==> config.mk <==
export PLATFORM = sky130hd
export DESIGN_NAME = i2c_stretch_target
export DESIGN_NICKNAME = d
export VERILOG_FILES = /design/src/rtl/i2c_tgt_pkg.sv /design/src/rtl/i2c_tgt_filter.sv /design/src/rtl/i2c_tgt_datapath.sv /design/src/rtl/i2c_tgt_ctrl.sv /design/src/rtl/i2c_stretch_target.sv
export SDC_FILE = /design/constraint.sdc
export NUM_CORES = 1
export LEC_CHECK = 0
export ABC_AREA = 1
export CELL_PAD_IN_SITES_DETAIL_PLACEMENT = 0
export CELL_PAD_IN_SITES_GLOBAL_PLACEMENT = 1
export CORE_MARGIN = 5
export CORE_UTILIZATION = 39
export CTS_CLUSTER_DIAMETER = 80
export DETAILED_ROUTE_END_ITERATION = 8
export MAX_ROUTING_LAYER = met4
export PLACE_DENSITY = 0.75
export SLEW_MARGIN = 20
export SYNTH_ARGS = -nofsm -noshare
export SYNTH_HDL_FRONTEND = slang
export SYNTH_SLANG_ARGS = --single-unit
==> constraint.sdc <==
create_clock -name clk -period 2.28 [get_ports clk]
set_clock_uncertainty 0.2 [all_clocks]
set_input_delay 0.228 -clock clk [delete_from_list [all_inputs] [get_ports clk]]
set_output_delay 0.228 -clock clk [all_outputs]
set_load 0.005 [all_outputs]
==> src/rtl/i2c_tgt_pkg.sv <==
package i2c_tgt_pkg;

  typedef enum logic [3:0] {
    ST_IDLE,
    ST_ADDR,
    ST_ADDR_ACK,
    ST_IGNORE,
    ST_WR_DATA,
    ST_WR_HOLD,
    ST_WR_ACK,
    ST_RD_LOAD_A,
    ST_RD_LOAD,
    ST_RD_DATA,
    ST_RD_ACK,
    ST_RD_END
  } tgtState_e;

  // strobes from control to datapath
  typedef struct packed {
    logic takeBit;   // shift SDA into receive register, count bit
    logic clrCnt;    // restart bit counter
    logic loadTx;    // capture rdData into transmit register
    logic shiftTx;   // advance transmit register by one bit
  } dpCtl_t;

endpackage

==> src/rtl/i2c_tgt_filter.sv <==
module i2c_tgt_filter #(
  parameter int LEN = 3
) (
  input  logic clk,
  input  logic rstN,
  input  logic rawIn,
  output logic cleanOut
);
  logic [1:0]     syncQ;
  logic [LEN-1:0] histQ;

  always_ff @(posedge clk or negedge rstN) begin
    if (!rstN) begin
      syncQ    <= '1;
      histQ    <= '1;
      cleanOut <= 1'b1;
    end else begin
      syncQ <= {syncQ[0], rawIn};
      histQ <= {histQ[LEN-2:0], syncQ[1]};
      if (&histQ)       cleanOut <= 1'b1;
      else if (~|histQ) cleanOut <= 1'b0;
    end
  end
endmodule

==> src/rtl/i2c_tgt_datapath.sv <==
module i2c_tgt_datapath
  import i2c_tgt_pkg::*;
#(
  parameter int BYTE_W   = 8,
  parameter int FILT_LEN = 3,
  localparam int CNT_W   = $clog2(BYTE_W + 1)
) (
  input  logic              clk,
  input  logic              rstN,
  input  logic              sclIn,
  input  logic              sdaIn,
  input  dpCtl_t            dpCtl,
  input  logic [BYTE_W-1:0] rdData,
  output logic              sclF,
  output logic              sdaF,
  output logic              sclRise,
  output logic              sclFall,
  output logic              startDet,
  output logic              stopDet,
  output logic              byteDone,
  output logic [BYTE_W-1:0] rxByte,
  output logic              txMsb,
  output logic              txNext
);
  logic [1:0] rawLines, cleanLines;
  logic sclP, sdaP;
  logic [CNT_W-1:0]  bitCnt;
  logic [BYTE_W-1:0] txShift;

  assign rawLines = {sdaIn, sclIn};

  for (genvar g = 0; g < 2; g++) begin : gLine
    i2c_tgt_filter #(.LEN(FILT_LEN)) uFilt (
      .clk(clk), .rstN(rstN), .rawIn(rawLines[g]), .cleanOut(cleanLines[g])
    );
  end

  assign sclF = cleanLines[0];
  assign sdaF = cleanLines[1];

  always_ff @(posedge clk or negedge rstN) begin
    if (!rstN) begin
      sclP <= 1'b1;
      sdaP <= 1'b1;
    end else begin
      sclP <= sclF;
      sdaP <= sdaF;
    end
  end

  assign sclRise  = sclF & ~sclP;
  assign sclFall  = ~sclF & sclP;
  assign startDet = sclF & sclP & sdaP & ~sdaF;
  assign stopDet  = sclF & sclP & ~sdaP & sdaF;

  always_ff @(posedge clk or negedge rstN) begin
    if (!rstN) begin
      bitCnt  <= '0;
      rxByte  <= '0;
      txShift <= '1;
    end else begin
      if (dpCtl.clrCnt)       bitCnt <= '0;
      else if (dpCtl.takeBit) bitCnt <= bitCnt + 1'b1;
      if (dpCtl.takeBit) rxByte <= {rxByte[BYTE_W-2:0], sdaF};
      if (dpCtl.loadTx)       txShift <= rdData;
      else if (dpCtl.shiftTx) txShift <= {txShift[BYTE_W-2:0], 1'b1};
    end
  end

  assign byteDone = (bitCnt == CNT_W'(BYTE_W));
  assign txMsb    = txShift[BYTE_W-1];
  assign txNext   = txShift[BYTE_W-2];

  // bit counter never runs past a full byte
  p_cnt_bound_r3: assert property (@(posedge clk) disable iff (!rstN)
    byteDone |=> (bitCnt <= CNT_W'(BYTE_W)));
endmodule

==> src/rtl/i2c_tgt_ctrl.sv <==
module i2c_tgt_ctrl
  import i2c_tgt_pkg::*;
#(
  parameter int BYTE_W   = 8,
  localparam int ADDR_W  = BYTE_W - 1
) (
  input  logic              clk,
  input  logic              rstN,
  input  logic [ADDR_W-1:0] ownAddr,
  input  logic              sclF,
  input  logic              sdaF,
  input  logic              sclRise,
  input  logic              sclFall,
  input  logic              startDet,
  input  logic              stopDet,
  input  logic              byteDone,
  input  logic [BYTE_W-1:0] rxByte,
  input  logic              txMsb,
  input  logic              txNext,
  input  logic              wrReady,
  input  logic              rdValid,
  input  logic              rdMsb,
  output dpCtl_t            dpCtl,
  output logic              sclDriveLow,
  output logic              sdaDriveLow,
  output logic              wrValid,
  output logic              rdReady,
  output logic              busy
);
  tgtState_e state;
  logic rwQ, ackQ, addrHit, holdState;

  assign addrHit   = (rxByte[BYTE_W-1:1] == ownAddr);
  assign holdState = state inside {ST_WR_HOLD, ST_RD_LOAD_A, ST_RD_LOAD};
  assign wrValid   = (state == ST_WR_HOLD);
  assign rdReady   = state inside {ST_RD_LOAD_A, ST_RD_LOAD};
  assign busy      = !(state inside {ST_IDLE, ST_ADDR, ST_IGNORE, ST_RD_END});

  always_comb begin
    dpCtl.takeBit = sclRise && (state inside {ST_ADDR, ST_WR_DATA, ST_RD_DATA});
    dpCtl.clrCnt  = startDet
                  || (sclFall && (state inside {ST_ADDR_ACK, ST_WR_ACK}))
                  || (state == ST_RD_LOAD && rdValid);
    dpCtl.loadTx  = rdReady && rdValid;
    dpCtl.shiftTx = sclFall && (state == ST_RD_DATA) && !byteDone;
  end

  always_ff @(posedge clk or negedge rstN) begin
    if (!rstN) begin
      state       <= ST_IDLE;
      sdaDriveLow <= 1'b0;
      sclDriveLow <= 1'b0;
      rwQ         <= 1'b0;
      ackQ        <= 1'b0;
    end else begin
      // SCL hold trails the state by one cycle: SDA settles before release
      sclDriveLow <= holdState;
      if (stopDet) begin
        state       <= ST_IDLE;
        sdaDriveLow <= 1'b0;
      end else if (startDet) begin
        state       <= ST_ADDR;
        sdaDriveLow <= 1'b0;
      end else begin
        unique case (state)
          ST_ADDR: if (sclFall && byteDone) begin
            if (addrHit) begin
              rwQ <= rxByte[0];
              if (rxByte[0]) state <= ST_RD_LOAD_A;
              else begin
                state       <= ST_ADDR_ACK;
                sdaDriveLow <= 1'b1;
              end
            end else state <= ST_IGNORE;
          end
          ST_ADDR_ACK: if (sclFall) begin
            sdaDriveLow <= rwQ ? ~txMsb : 1'b0;
            state       <= rwQ ? ST_RD_DATA : ST_WR_DATA;
          end
          ST_WR_DATA: if (sclFall && byteDone) state <= ST_WR_HOLD;
          ST_WR_HOLD: if (wrReady) begin
            state       <= ST_WR_ACK;
            sdaDriveLow <= 1'b1;
          end
          ST_WR_ACK: if (sclFall) begin
            state       <= ST_WR_DATA;
            sdaDriveLow <= 1'b0;
          end
          ST_RD_LOAD_A: if (rdValid) begin
            state       <= ST_ADDR_ACK;
            sdaDriveLow <= 1'b1;
          end
          ST_RD_LOAD: if (rdValid) begin
            state       <= ST_RD_DATA;
            sdaDriveLow <= ~rdMsb;
          end
          ST_RD_DATA: if (sclFall) begin
            if (byteDone) begin
              state       <= ST_RD_ACK;
              sdaDriveLow <= 1'b0;
            end else sdaDriveLow <= ~txNext;
          end
          ST_RD_ACK: begin
            if (sclRise) ackQ <= ~sdaF;
            if (sclFall) state <= ackQ ? ST_RD_LOAD : ST_RD_END;
          end
          default: ;
        endcase
      end
    end
  end

  // outside a matched transfer neither line is pulled
  p_quiet_idle_r4: assert property (@(posedge clk) disable iff (!rstN)
    (!busy && !$past(busy)) |-> (!sclDriveLow && !sdaDriveLow));
  // a pending write byte keeps SCL held
  p_stretch_hold_r5: assert property (@(posedge clk) disable iff (!rstN)
    (wrValid || rdReady) |=> sclDriveLow);
  // offered byte stays until taken
  p_wr_stable_r5: assert property (@(posedge clk) disable iff (!rstN)
    (wrValid && !wrReady) |=> (wrValid && $stable(rxByte)));
  // read request persists until served
  p_rd_wait_r6: assert property (@(posedge clk) disable iff (!rstN)
    (rdReady && !rdValid && !startDet && !stopDet) |=> rdReady);
  // SDA is only pulled low during the SCL low phase
  p_sda_low_phase_r6: assert property (@(posedge clk) disable iff (!rstN)
    $rose(sdaDriveLow) |-> !sclF);
  // a stretch only begins while SCL is already low
  p_hold_low_phase_r5: assert property (@(posedge clk) disable iff (!rstN)
    $rose(sclDriveLow) |-> !sclF);
endmodule

==> src/rtl/i2c_stretch_target.sv <==
module i2c_stretch_target
  import i2c_tgt_pkg::*;
#(
  parameter int BYTE_W   = 8,
  parameter int FILT_LEN = 3,
  localparam int ADDR_W  = BYTE_W - 1
) (
  input  logic              clk,
  input  logic              rstN,
  input  logic [ADDR_W-1:0] ownAddr,
  input  logic              sclIn,
  input  logic              sdaIn,
  output logic              sclDriveLow,
  output logic              sdaDriveLow,
  output logic [BYTE_W-1:0] wrData,
  output logic              wrValid,
  input  logic              wrReady,
  input  logic [BYTE_W-1:0] rdData,
  input  logic              rdValid,
  output logic              rdReady,
  output logic              busy
);
  dpCtl_t dpCtl;
  logic sclF, sdaF, sclRise, sclFall, startDet, stopDet, byteDone, txMsb, txNext;

  i2c_tgt_datapath #(.BYTE_W(BYTE_W), .FILT_LEN(FILT_LEN)) uDp (
    .clk(clk), .rstN(rstN), .sclIn(sclIn), .sdaIn(sdaIn), .dpCtl(dpCtl),
    .rdData(rdData), .sclF(sclF), .sdaF(sdaF), .sclRise(sclRise),
    .sclFall(sclFall), .startDet(startDet), .stopDet(stopDet),
    .byteDone(byteDone), .rxByte(wrData), .txMsb(txMsb), .txNext(txNext)
  );

  i2c_tgt_ctrl #(.BYTE_W(BYTE_W)) uCtrl (
    .clk(clk), .rstN(rstN), .ownAddr(ownAddr), .sclF(sclF), .sdaF(sdaF),
    .sclRise(sclRise), .sclFall(sclFall), .startDet(startDet),
    .stopDet(stopDet), .byteDone(byteDone), .rxByte(wrData), .txMsb(txMsb),
    .txNext(txNext), .wrReady(wrReady), .rdValid(rdValid),
    .rdMsb(rdData[BYTE_W-1]), .dpCtl(dpCtl), .sclDriveLow(sclDriveLow),
    .sdaDriveLow(sdaDriveLow), .wrValid(wrValid), .rdReady(rdReady),
    .busy(busy)
  );
endmodule

==> reports/qor.csv, run 1 <==
stage,metric,value,unit
outcome,status,"complete, no violations",
critical_path,Arrival @ worst endpoint,1.73,ns
yosys,Synth Warn #,0,
grt,initial antenna violation count,0,
power_and_ir_drop,pwr dens,1000,nW/µm²
critical_path,Critical Path Fanout Max,5,
drt,Pre-Repair DR Iteration Count,4,
drt,vias,1924,
yosys,Area contributors post-synth,"dfstp_2 26%, dfrtp_1 22%, nand2_1 15%, inv_1 6.1%, nor2_1 5.8%",
clock_tree,Clock Path Buffers,2,
floorplanning,io pins,34,
timing,"Setup violations, final",0,
timing,RSZ-0062 raised after global routing,no,
floorplanning,Cell Rows,27,
layout,diode count,0,
layout,filler cell count,563,
critical_path,CP Capture Type,output pin,
yosys,Yosys top cell area share,0.256,
yosys,Simple-Gate Fraction of Synth Area,0.318,
yosys,count of state elements after synthesis,42,
placed_design,global placer's final weighted congestion,0.944,
yosys,number of flops mapped to enable cells by yosys,0,
yosys,Syn Std Cell Area,2260,µm²
floorplanning,Initial Util,0.406,
grt,global-route wire length before repair,8620,µm
yosys,post-synthesis mux area share,0,
critical_path,Startpoint Class,register,
placed_design,pre-CTS setup slack,0.201,ns
critical_path,CP startpoint,uCtrl.state[2]$_DFFE_PN0P_,
yosys,Synth top cells by count,"89 x nand2_1, 37 x inv_1, 35 x nor2_1, 22 x dfstp_2, 21 x nand3_1",
yosys,sequential-to-total area share from yosys stat,0.477,
yosys,"Distinct cells, synth",29,
clock_tree,clock slew at reported path FFs,0.08,ns
clock_tree,clock latency at the later pin of the worst-skew pair,0.29,ns
clock_tree,CTS tree,done,
layout,layout cell share with drive strength beyond 1,0.173,
power_and_ir_drop,VDD IR max,0.450,mV
timing,Final WS setup,0.118,ns
grt,gr usage total,0.147,
timing,Slew Limit Fails,0,
critical_path,FF-to-FF path depth,9,
yosys,Main synth FF type,dfstp_2,
critical_path,Worst Path Required,1.85,ns
grt,grt ovf,0,
clock_tree,Max H-tree Level,2,
critical_path,critical path type,reg2out,
timing,Setup TNS,0,ns
yosys,most area-hungry cell type in the Yosys netlist,dfstp_2,
drt,DRC viols,0,
drt,initial DRC count,51,
clock_tree,CTS root buf,clkbuf_8,
timing,Hold Fails Final Rpt,0,
floorplanning,chip height,86.1,µm
yosys,most common cell in the netlist,nand2_1,
worst_hold_path,HP Start,sdaIn,
yosys,Post-Synth XOR/XNOR Area,0.00387,
job,# Max-Cap Violations,0,
drt,Post-Route WL,4970,µm
clock_tree,total CTS buffers,5,
critical_path,FF-to-FF Start,uCtrl.state[3]$_DFFE_PN0P_,
timing,Worst Tran Pin Value,0.635,ns
layout,Layout Utilization,0.498,
yosys,area share of fa/ha/maj cells after synthesis,0.0111,
layout,area grow syn2layout,22.8,%
yosys,largest family of logic cells by synthesized area,simple AND/OR/NAND/NOR gates,
timing,fmax,463,MHz
placed_design,I/O Buffers,33,
drt,DR WL/cell,12.2,µm
floorplanning,die area,7420,µm²
timing,Max-slew headroom,0.577,
floorplanning,core region area,5570,µm²
clock_tree,CTS Sinks,42,
yosys,syn_area_per_cell,7.72,µm²
placed_design,HPWL after DPL,3840,µm
layout,final net count,357,
timing,final worst-path cycle share,0.948,
clock_tree,Post-CTS Setup Repair Bufs,0,
grt,largest net degree at the start of global routing,30,
yosys,Syn Nets,316,
grt,vias in the first global route,1857,
power_and_ir_drop,static leakage,1.30,nW
drt,post-route ant nets,0,
yosys,Synth Area in Compound Gates,0.107,
worst_hold_path,Hold Crit Class,in2reg,
worst_hold_path,Hold Crit Depth,1,
timing,"Min Clock Period, post-route",2.16,ns
floorplanning,Die X,86.1,µm
yosys,async set or reset register ratio after synthesis,1.00,
drt,Via-to-Cell Ratio,4.73,
yosys,cell count after synthesis,293,
[power breakdown]
part           switching (W)  internal (W)  total (W)
combinational       0.000670      0.000473    0.00114
sequential          0.000166       0.00100    0.00117
clock               0.000260      0.000216   0.000476
total                0.00110       0.00169    0.00279
[cells by family after synthesis]
kind of cell,after synthesis
AO/OA/AOI/OAI,40
XOR/XNOR,1
adder cells (fa/ha/maj),2
buffers and inverters,45
flip-flops,42
AND/OR/NAND/NOR,163
[final cells by class]
| cell class | count | area (µm²) | area share |
|---|---|---|---|
| flip-flops and latches | 42 | 1080 | 0.389 |
| multi-input cells | 206 | 997 | 0.359 |
| repair buffers | 37 | 358 | 0.129 |
| inverters | 42 | 164 | 0.0590 |
| well taps | 72 | 90.1 | 0.0324 |
| clock buffers | 5 | 68.8 | 0.0248 |
| clock inverters | 3 | 18.8 | 0.00676 |
[placed cells by master (no fill, tap or decap), types with 2 or more instances in the layout]
cell             netlist  final
nand3_2                2      2
ha_1                   2      2
o21ai_0               15     15
nand3_1               21     21
nand2_2                3      3
clkinv_2               1      3
nor3_1                 6      6
clkbuf_8               0      5
nor2_1                35     34
o21ai_2                7      7
a21oi_1               13     13
nor2_4                 3      3
o221ai_1               2      2
inv_2                  3      3
buf_4                  1      3
nand2_1               89     89
clkdlybuf4s50_1        0     32
dfstp_2               22     22
inv_1                 37     37
dfrtp_1               20     19
[worst max-delay path: stages, from the launching register on]
cell and delay [ns]:
dfrtp_1 0.53, inv_2 0.12, nor2_4 0.13, nand2_1 0.09, nand2_1 0.08, clkdlybuf4s50_1 0.50
[path summary, 6_finish.rpt]
| check | to | slack, ns |
|---|---|---|
| setup reg to reg | uDp.txShift[6]$_DFFE_PN1P_ | 0.21 |
| setup / recovery | rdReady | 0.12 |
| hold reg to reg | uDp.gLine[0].uFilt.syncQ[1]$_DFF_PN1_ | 0.16 |
| max in group asynchronous | uDp.gLine[0].uFilt.histQ[2]$_DFF_PN1_ | 0.94 |
| min in group asynchronous | uDp.bitCnt[0]$_DFFE_PN0P_ | 0.29 |
| hold / removal | uDp.gLine[1].uFilt.syncQ[0]$_DFF_PN1_ | 0.14 |
[registers in the layout (all words and copies together), names as in the netlist]
| name | count |
|---|---|
| uDp.txShift | 8 |
| uDp.gLine.uFilt.syncQ | 4 |
| uCtrl.state | 4 |
| uDp.gLine.uFilt.histQ | 6 |
| uCtrl.sdaDriveLow | 1 |
| uDp.bitCnt | 4 |
| uCtrl.rwQ | 1 |
| uDp.gLine.uFilt.cleanOut | 2 |
| uDp.sdaP | 1 |
| uCtrl.ackQ | 1 |
| uDp.rxByte | 8 |
| uCtrl.sclDriveLow | 1 |
| uDp.sclP | 1 |
[per-stage QoR]
stage	hold WS (ns)	std cells	area (µm²)	power, W
detailed placement	0.0899	398	2680	0.00232
global route	0.129	407	2780	0.00305
global placement	0.0905	398	2680	0.00233
CTS	0.135	407	2770	0.00280
floorplan	-0.268	293	2260	0.00193
finish	0.145	407	2780	0.00279
[repair_timing]
item	4_1_cts	5_1_grt
hold buffers	1	0
endpoints found under the setup margin	0	2
resized for setup	0	2
hold endpoints to repair	20	0
[routing by layer]
layer  GRT usage  share of wire  vias to the layer above
met1       0.190           0.47                      870
met4      0.0460          0.018                        0
li1            -              -                     1008
met3      0.0298          0.032                        9
met5           -              0                        -
met2       0.231           0.48                       37
Note: power is estimated with default switching activity, not from simulation.
==> run 2: changes to the inputs <==
--- a/config.mk
+++ b/config.mk
@@ -14,7 +14,6 @@
 export DETAILED_ROUTE_END_ITERATION = 8
 export MAX_ROUTING_LAYER = met4
 export PLACE_DENSITY = 0.75
-export SLEW_MARGIN = 20
 export SYNTH_ARGS = -nofsm -noshare
 export SYNTH_HDL_FRONTEND = slang
 export SYNTH_SLANG_ARGS = --single-unit
==> results of run 2 <==
The final DEF is identical to that of run 1; final timing and power are the same.
==> run 3: changes to the inputs <==
==> constraint.sdc (replaced) <==
create_clock -name clk -period 2.3 [get_ports clk]
set_clock_uncertainty 0.2 [all_clocks]
set_input_delay 0.23 -clock clk [delete_from_list [all_inputs] [get_ports clk]]
set_output_delay 0.23 -clock clk [all_outputs]
set_load 0.005 [all_outputs]
==> reports/qor.csv, run 3 (synthesized netlist as in run 1, its figures left out) <==
stage,metric,value,unit,change
placed_design,global placer's final weighted congestion,0.902,,-4.4%
critical_path,CP Capture Type,output pin,,
timing,"Setup violations, final",0,,unchanged
grt,largest net degree at the start of global routing,32,,+6.7%
layout,final net count,356,,-0.28%
grt,initial antenna violation count,0,,unchanged
clock_tree,clock slew at reported path FFs,0.08,ns,about the same
outcome,status,"complete, no violations",,
floorplanning,chip height,86.1,µm,unchanged
placed_design,HPWL after DPL,3790,µm,-1.3%
critical_path,Critical Path Fanout Max,7,,+2
layout,most frequent cells in the layout,"89 x nand2_1, 37 x inv_1, 34 x nor2_1",,
critical_path,critical path type,reg2out,,
critical_path,FF-to-FF Start,uCtrl.state[3]$_DFFE_PN0P_,,
drt,Via-to-Cell Ratio,4.76,,+0.72%
critical_path,"delay-heaviest family, CP",buffers and inverters,,
grt,vias in the first global route,1853,,-0.22%
power_and_ir_drop,pwr dens,1010,nW/µm²,+0.49%
clock_tree,total CTS buffers,5,,unchanged
critical_path,Critical Path Max Stage Delay,0.52,ns,about the same
layout,area grow syn2layout,22.9,%,about the same
critical_path,worst reg2reg path endpoint,uDp.txShift[4]$_DFFE_PN1P_,,
power_and_ir_drop,static leakage,1.30,nW,-0.45%
timing,RSZ-0062 raised after global routing,no,,
floorplanning,die area,7420,µm²,unchanged
power_and_ir_drop,VDD IR max,0.484,mV,+7.5%
clock_tree,clock latency at the later pin of the worst-skew pair,0.30,ns,about the same
grt,gr usage total,0.149,,+0.00154
critical_path,FF-to-FF path depth,9,,unchanged
drt,DRC viols,0,,unchanged
worst_hold_path,HP Start,sdaIn,,
clock_tree,CTS root buf,clkbuf_8,,
layout,layout cell share with drive strength beyond 1,0.171,,-0.00248
timing,hold slack,0.138,ns,-0.00721 ns
timing,Hold Fails Final Rpt,0,,unchanged
floorplanning,Initial Util,0.406,,unchanged
timing,Setup TNS,0,ns,unchanged
drt,Pre-Repair DR Iteration Count,4,,unchanged
layout,"Design Area, Final",2780,µm²,about the same
worst_hold_path,Hold Crit Depth,1,,unchanged
critical_path,worst-path cell chain,inv_1 > nand2_1 > nand3_1 > clkdlybuf4s50_1,,
worst_hold_path,worst min-delay path endpoint,uDp.gLine[1].uFilt.syncQ[0]$_DFF_PN1_,,
timing,fmax,464,MHz,
clock_tree,Clock Path Buffers,2,,unchanged
drt,Post-Route WL,4930,µm,-0.81%
critical_path,Arrival @ worst endpoint,1.73,ns,about the same
floorplanning,Die X,86.1,µm,unchanged
layout,diode count,0,,unchanged
grt,global-route wire length before repair,8440,µm,-2.1%
clock_tree,CTS Sinks,42,,unchanged
drt,initial DRC count,112,,+120%
timing,Worst Tran Pin Value,0.685,ns,+0.0499 ns
grt,grt ovf,0,,unchanged
floorplanning,io pins,34,,unchanged
placed_design,placed inst area,2670,µm²,-0.28%
critical_path,buffer and inverter count on the worst path,2,,unchanged
layout,"commonest non-fill, non-tap cell in the layout",nand2_1,,
timing,Max-slew headroom,0.544,,-0.0333
timing,final worst-path cycle share,0.938,,
clock_tree,Max H-tree Level,2,,unchanged
drt,post-route ant nets,0,,unchanged
job,# Max-Cap Violations,0,,unchanged
clock_tree,CTS tree,done,,
drt,vias,1933,,+0.47%
drt,DR WL/cell,12.1,µm,-0.56%
floorplanning,Cell Rows,27,,unchanged
critical_path,Crit-path slowest cell,clkdlybuf4s50_1,,
worst_hold_path,Hold Crit Class,in2reg,,
timing,Slew Limit Fails,0,,unchanged
critical_path,FF-to-FF setup slack,0.26,ns,+0.05 ns
critical_path,Worst Path Required,1.87,ns,+0.02 ns
critical_path,Startpoint Class,register,,
timing,"Min Clock Period, post-route",2.16,ns,
layout,largest registers,"uDp.rxByte x8, uDp.txShift x8, uDp.gLine.uFilt.histQ x6",,
floorplanning,core region area,5570,µm²,unchanged
placed_design,I/O Buffers,33,,unchanged
power_and_ir_drop,"Power, Total",0.00280,W,+0.53%
run 3: cell type report:
cell class,instances,area (µm²)
Multi-Input combinational cell,206,997
Clock buffer,7,86.3
Inverter,42,164
Tap cell,72,90.1
Timing Repair Buffer,36,350
Fill cell,578,2800
Clock inverter,1,8.76
Sequential cell,42,1080
run 3: layer usage:
| layer | routed length (µm) | global-route usage | up-vias |
|---|---|---|---|
| met5 | 0 | - | - |
| met4 | 80 | 0.0561 | 0 |
| met3 | 224 | 0.0432 | 10 |
| met2 | 2340 | 0.231 | 41 |
| met1 | 2280 | 0.182 | 879 |
| li1 | - | - | 1003 |
run 3: timing repair:
| action | in CTS | in global routing |
|---|---|---|
| resized for setup | 0 | 3 |
| hold buffers | 1 | 0 |
| endpoints found under the hold margin | 20 | 0 |
| setup endpoints to repair | 0 | 1 |
| buffers inserted | 0 | 0 |
run 3: through the flow:
step	utilization	setup slack, ns	cells
after global routing	0.498	0.0427	406
after detailed placement	0.479	0.248	397
after CTS	0.497	0.0641	406
final	0.498	0.144	406
after floorplan	-	0.549	293
after global placement	0.479	0.205	397
run 3: how the worst max path moves through the flow:
stage | endpoint | from | slack, ns | cells past startpoint
after floorplan | uCtrl.state[0]$_DFFE_PN0P_ | uDp.gLine[1].uFilt.cleanOut$_DFFE_PN1P_ | 0.55 | 11
after global placement | uDp.txShift[3]$_DFFE_PN1P_ | uCtrl.state[3]$_DFFE_PN0P_ | 0.20 | 9
after detailed placement | uDp.txShift[4]$_DFFE_PN1P_ | uCtrl.state[3]$_DFFE_PN0P_ | 0.25 | 9
after CTS | rdReady | uCtrl.state[3]$_DFFE_PN0P_ | 0.06 | 5
after global routing | rdReady | uCtrl.state[3]$_DFFE_PN0P_ | 0.04 | 5
final | busy | uCtrl.state[0]$_DFFE_PN0P_ | 0.14 | 4
run 3: power breakdown:
group	total (W)	internal [W]	switching, W
combinational	0.00113	0.000467	0.000667
clock	0.000512	0.000248	0.000264
sequential	0.00116	0.000994	0.000162
